$ cat src/rtl/isp_boot_pkg.sv
package isp_boot_pkg;

    typedef enum logic {
        BANK_APP = 1'b0,
        BANK_LDR = 1'b1
    } bank_e;

    typedef struct packed {
        logic       key_hi;   // bit 7
        logic [4:0] spare;    // bits 6..2
        logic       key_lo;   // bit 1
        logic       arm;      // bit 0
    } ctl_t;

    function automatic logic is_reset_key(ctl_t c);
        return c.arm & c.key_lo & c.key_hi;
    endfunction

endpackage

$ cat src/rtl/isp_ctl_reg.sv
module isp_ctl_reg
    import isp_boot_pkg::*;
(
    input  logic clk,
    input  logic rst,
    input  logic busy,
    input  logic clr,
    input  logic we,
    input  ctl_t wdata,
    output ctl_t ctl_q,
    output logic rst_req
);

    assign rst_req = we & ~busy & is_reset_key(wdata);

    always_ff @(posedge clk) begin
        if (rst || clr) begin
            ctl_q <= '0;
        end else if (we) begin
            ctl_q <= wdata;
        end
    end


    writes_blocked_chk: assert property (@(posedge clk) disable iff (rst)
        busy |=> !ctl_q.arm);

endmodule

$ cat src/rtl/isp_rst_pulse.sv
module isp_rst_pulse #(
    parameter int RST_CYCLES = 4
) (
    input  logic clk,
    input  logic rst,
    input  logic start,
    output logic busy
);

    localparam int CW = $clog2(RST_CYCLES + 1);
    localparam logic [CW-1:0] LOAD = CW'(RST_CYCLES);

    logic [CW-1:0] cnt;

    always_ff @(posedge clk) begin
        if (rst) begin
            cnt <= '0;
        end else if (start && cnt == '0) begin
            cnt <= LOAD;
        end else if (cnt != '0) begin
            cnt <= cnt - 1'b1;
        end
    end

    assign busy = (cnt != '0);


    pulse_load_chk: assert property (@(posedge clk) disable iff (rst)
        $rose(busy) |-> cnt == LOAD);

endmodule

$ cat src/rtl/isp_bank_fsm.sv
module isp_bank_fsm
    import isp_boot_pkg::*;
(
    input  logic  clk,
    input  logic  rst,
    input  logic  clr,
    input  logic  idle_stb,
    input  logic  wake_stb,
    input  logic  armed,
    output bank_e bank_q,
    output logic  pc_clr_q
);

    logic idle_q;
    logic switch_now;

    assign switch_now = wake_stb & idle_q & armed & (bank_q == BANK_APP);

    always_ff @(posedge clk) begin
        if (rst || clr) begin
            idle_q   <= 1'b0;
            bank_q   <= BANK_APP;
            pc_clr_q <= 1'b0;
        end else begin
            pc_clr_q <= switch_now;
            if (wake_stb && idle_q) begin
                idle_q <= 1'b0;
            end else if (idle_stb) begin
                idle_q <= 1'b1;
            end
            if (switch_now) begin
                bank_q <= BANK_LDR;
            end
        end
    end


    pc_clr_single_chk: assert property (@(posedge clk) disable iff (rst)
        pc_clr_q |=> !pc_clr_q);


    pc_clr_bank_chk: assert property (@(posedge clk) disable iff (rst)
        pc_clr_q |-> bank_q == BANK_LDR);


    switch_needs_wake_chk: assert property (@(posedge clk) disable iff (rst)
        $rose(bank_q == BANK_LDR) |-> $past(wake_stb));


    disarmed_wake_chk: assert property (@(posedge clk) disable iff (rst || clr)
        (wake_stb && !armed) |=> (!pc_clr_q && $stable(bank_q)));


    no_reswitch_chk: assert property (@(posedge clk) disable iff (rst)
        (bank_q == BANK_LDR && !clr) |=> !pc_clr_q);

endmodule

$ cat src/rtl/isp_boot_ctrl.sv
module isp_boot_ctrl
    import isp_boot_pkg::*;
#(
    parameter int RST_CYCLES = 4
) (
    input  logic       clk,
    input  logic       rst,
    input  logic       ctl_we,
    input  logic [7:0] ctl_wdata,
    input  logic       idle_stb,
    input  logic       wake_stb,
    output logic       bank_sel,
    output logic       pc_clr,
    output logic       sw_rst,
    output logic       ctl_armed
);

    ctl_t  ctl_q;
    logic  rst_req;
    logic  busy;
    logic  clr_all;
    bank_e bank_q;

    assign clr_all = rst_req | busy;

    isp_ctl_reg u_ctl (
        .clk     (clk),
        .rst     (rst),
        .busy    (busy),
        .clr     (clr_all),
        .we      (ctl_we),
        .wdata   (ctl_t'(ctl_wdata)),
        .ctl_q   (ctl_q),
        .rst_req (rst_req)
    );

    isp_rst_pulse #(.RST_CYCLES(RST_CYCLES)) u_pulse (
        .clk   (clk),
        .rst   (rst),
        .start (rst_req),
        .busy  (busy)
    );

    isp_bank_fsm u_fsm (
        .clk      (clk),
        .rst      (rst),
        .clr      (clr_all),
        .idle_stb (idle_stb),
        .wake_stb (wake_stb),
        .armed    (ctl_q.arm),
        .bank_q   (bank_q),
        .pc_clr_q (pc_clr)
    );

    assign bank_sel  = (bank_q == BANK_LDR);
    assign sw_rst    = busy;
    assign ctl_armed = ctl_q.arm;


    rst_state_chk: assert property (@(posedge clk) disable iff (rst)
        sw_rst |-> (!bank_sel && !ctl_armed && !pc_clr));


    key_only_chk: assert property (@(posedge clk) disable iff (rst)
        $rose(sw_rst) |-> $past(ctl_we && ctl_wdata[0] && ctl_wdata[1] && ctl_wdata[7]));

endmodule

$ cat config.mk
export PLATFORM = sky130hd
export DESIGN_NAME = isp_boot_ctrl
export DESIGN_NICKNAME = d
export VERILOG_FILES = /design/src/rtl/isp_boot_pkg.sv /design/src/rtl/isp_ctl_reg.sv /design/src/rtl/isp_rst_pulse.sv /design/src/rtl/isp_bank_fsm.sv /design/src/rtl/isp_boot_ctrl.sv
export SDC_FILE = /design/constraint.sdc
export NUM_CORES = 1
export LEC_CHECK = 0
export CORE_AREA = 2 2 39 41
export DETAILED_ROUTE_END_ITERATION = 7
export DIE_AREA = 0 0 41 43
export DONT_BUFFER_PORTS = 1
export PLACE_DENSITY = 0.64
export SLEW_MARGIN = 0
export SYNTH_ARGS = -nofsm -noshare
export SYNTH_HDL_FRONTEND = slang
export SYNTH_HIERARCHICAL = 1
export SYNTH_SLANG_ARGS = --single-unit
$ cat constraint.sdc
create_clock -name clk -period 1.9 [get_ports clk]
set_clock_uncertainty 0.1 [all_clocks]
set_input_delay 0.38 -clock clk [delete_from_list [all_inputs] [get_ports clk]]
set_output_delay 0.38 -clock clk [all_outputs]
set_load 0.01 [all_outputs]
==> results.txt <==
----------------------------------------------------
[Timing]
  Worst-Margin Slew ... 0.242 ns
  Fin crit period ... 1.62 ns
  RSZ-0062 raised after global routing ... no
  Final Cycle Share ... 85.4%
  Final Max Slew Viols ... 0
  Maximum operating frequency ... 616 MHz
  Number of failing setup endpoints in the final timing report ... 0
  Fin Setup TNS ... 0 ns
  Final hold vios ... 0
  Worst slew slack as a fraction of its limit ... 83.8%
  Worst hold margin ... 0.0883 ns

[Clock network]
  Clock tree from TritonCTS ... yes
  Clock edge transition at the registers on the reported setup and hold paths ... 0.05 ns
  Hold-fix buffers at CTS ... 0
  Total setup buffers inserted after CTS ... 0
  Root Buffer ... sky130_fd_sc_hd__clkbuf_4
  Buffer depth of the longest clock path ... 2
  Number of clock sinks seen by CTS ... 7
  Depth of the CTS H-tree ... 1
  Inserted Clock Buffers ... 3
  Gates resized, CTS repair ... 0
  Insertion delay to the later sink of the worst-skew pair ... 0.25 ns

[Critical path]
  Series of cell instances along the critical path ... inv_1 -> ha_1 -> nand2b_4 -> nor2_1 -> or2_1 -> a2111oi_2
  Start-to-end type of the worst setup path ... reg -> reg
  Arrival time reported for the critical path endpoint ... 1.67 ns
  Worst setup SP type ... flip-flop
  Critical path capture point type ... flip-flop
  Delay contributed by the slowest stage of the critical path ... 0.32 ns
  Worst Path Max Fanout ... 7
  Worst reg2reg setup slack ... 0.28 ns
  Slowest cell on the critical path ... sky130_fd_sc_hd__a2111oi_2
  Data required time at the worst endpoint ... 1.95 ns

[Floorplanning]
  Ports placed on the boundary ... 17
  Die Area ... 0.00176 sq mm
  Effective utilization at floorplan ... 24.9%
  Die extent in x ... 41 um
  Die Y ... 43 um
  CORE AREA ... 0.00138 sq mm
  Number of rows in the core area ... 14

[Synthesis]
  Post-synthesis average cell area ... 9.83 sq um
  Syn Nets ... 50
  Synthesis Warnings ... 6
  Post-synthesis instance area ... 344 sq um
  Number of instances in the synthesized netlist ... 35

[Place]
  Routability congestion estimate ... 0.574
  HPWL after DPL ... 464 um
  I/O Buffers ... 0

[GRT]
  Wire length of the first global-routing pass ... 1010 um
  Initial antenna violation count ... 0
  Via count of the first global-routing pass ... 233
  Pin count of the biggest net entering global routing ... 8
  Remaining global-route overflow ... 0
  Combined global-route utilization of all metal layers ... 9.37%

[Final layout]
  Area occupied by multi-input gates ... 178 sq um
  Filler instances ... 151
  Sequential cell area ... 140 sq um
  Layout-stage area growth over the synthesis result ... 8.00%
  N_diodes ... 0
  Share of layout cells above drive strength 1 ... 18.9%
  Number of nets at the end of the flow ... 53

[Power]
  Power density over the cells ... 1750 mW/mm^2
  Max rail drop VDD ... 0.657 mV
  LEAKAGE ... 0.137 nW

[Route]
  Remaining routing DRC violations ... 0
  Number of vias after detailed routing ... 257
  Final WL ... 577 um
  First-pass detailed-route iteration total ... 1
  Drt first-iter violations ... 0
  Average via count per standard cell ... 4.85
  Routed length per instance ... 10.9 um
  Final antenna-violating net count ... 0

[Hold path]
  Class of the tightest hold or removal check ... in -> reg

[Outcome]
  Result of the run ... finished, final reports clean

[Run]
  Max_cap viols ... 0

----------------------------------------------------
==> registers in the layout (all words and copies together) (netlist names) <==
name            flops
u_ctl/ctl_q         1
u_fsm/bank_q        1
u_fsm/idle_q        1
u_fsm/pc_clr_q      1
u_pulse/cnt         3
==> worst paths after layout <==
check,startpoint,end,cells after the start
setup / recovery,u_pulse/cnt[0],u_fsm/idle_q,6
hold / removal,rst,u_pulse/cnt[1],1
setup reg to reg,u_pulse/cnt[0],u_fsm/idle_q,6
hold reg to reg,u_pulse/cnt[2],u_pulse/cnt[2],1
==> power by group <==
| group | leakage [nW] | total (mW) | internal (mW) | switching, mW |
|---|---|---|---|---|
| combinational | 0.0649 | 0.301 | 0.142 | 0.159 |
| clock | 0.0150 | 0.132 | 0.0800 | 0.0524 |
| sequential | 0.0573 | 0.217 | 0.191 | 0.0264 |
| total | 0.137 | 0.651 | 0.413 | 0.238 |
==> worst max-delay path: cells and delay by family, from the launching register on <==
kind                       cells  cell delay (ns)
AOI/OAI and AO/OA              1             0.32
adders and majority gates      1             0.25
buffers and inverters          1             0.07
DFF                            1             0.30
and+or+nand+nor                3             0.48
==> layer usage <==
metal	track usage, %	wire length, um
met1	9.74	246
met4	6.00	0
met5	0	0
met3	9.42	67
met2	11.3	264
==> layout make-up <==
type                            instances  share of cell area, %
Clock buffer                            4                   7.07
Inverter                                2                   2.02
Multi-Input combinational cell         24                   47.8
Sequential cell                         7                   37.7
Tap cell                               16                   5.39
==> cells in the final DEF (no fill, tap or decap) <==
master and count:
sky130_fd_sc_hd__nor3_1 1, sky130_fd_sc_hd__clkbuf_1 1, sky130_fd_sc_hd__nand2b_4 1, sky130_fd_sc_hd__a2111oi_2 1, sky130_fd_sc_hd__or3_1 2, sky130_fd_sc_hd__and2b_2 1
sky130_fd_sc_hd__clkbuf_4 3, sky130_fd_sc_hd__ha_1 2, sky130_fd_sc_hd__dfxtp_1 7, sky130_fd_sc_hd__nor2_1 3, sky130_fd_sc_hd__mux2i_1 1, sky130_fd_sc_hd__a21oi_2 1
sky130_fd_sc_hd__or2b_1 1, sky130_fd_sc_hd__a31oi_1 1, sky130_fd_sc_hd__nor4_1 1, sky130_fd_sc_hd__nand3_1 1, sky130_fd_sc_hd__nand4_1 1, sky130_fd_sc_hd__nand2_1 1
sky130_fd_sc_hd__a21oi_1 1, sky130_fd_sc_hd__a211oi_1 2, sky130_fd_sc_hd__inv_1 2, sky130_fd_sc_hd__or2_1 2
==> metrics by stage <==
| step | std cells | area, sq um | power, mW | worst slack, ns | util [%] |
|---|---|---|---|---|---|
| CTS | 53 | 372 | 0.670 | 0.250 | 26.9 |
| global route | 53 | 372 | 0.725 | 0.113 | 26.9 |
| detailed placement | 49 | 345 | 0.527 | 0.270 | 25.0 |
| floorplan | 35 | 344 | 0.506 | 0.310 | - |
| finish | 53 | 372 | 0.651 | 0.278 | 26.9 |
| global placement | 49 | 345 | 0.515 | 0.310 | 25.0 |
(Power assumes the default switching activity.)
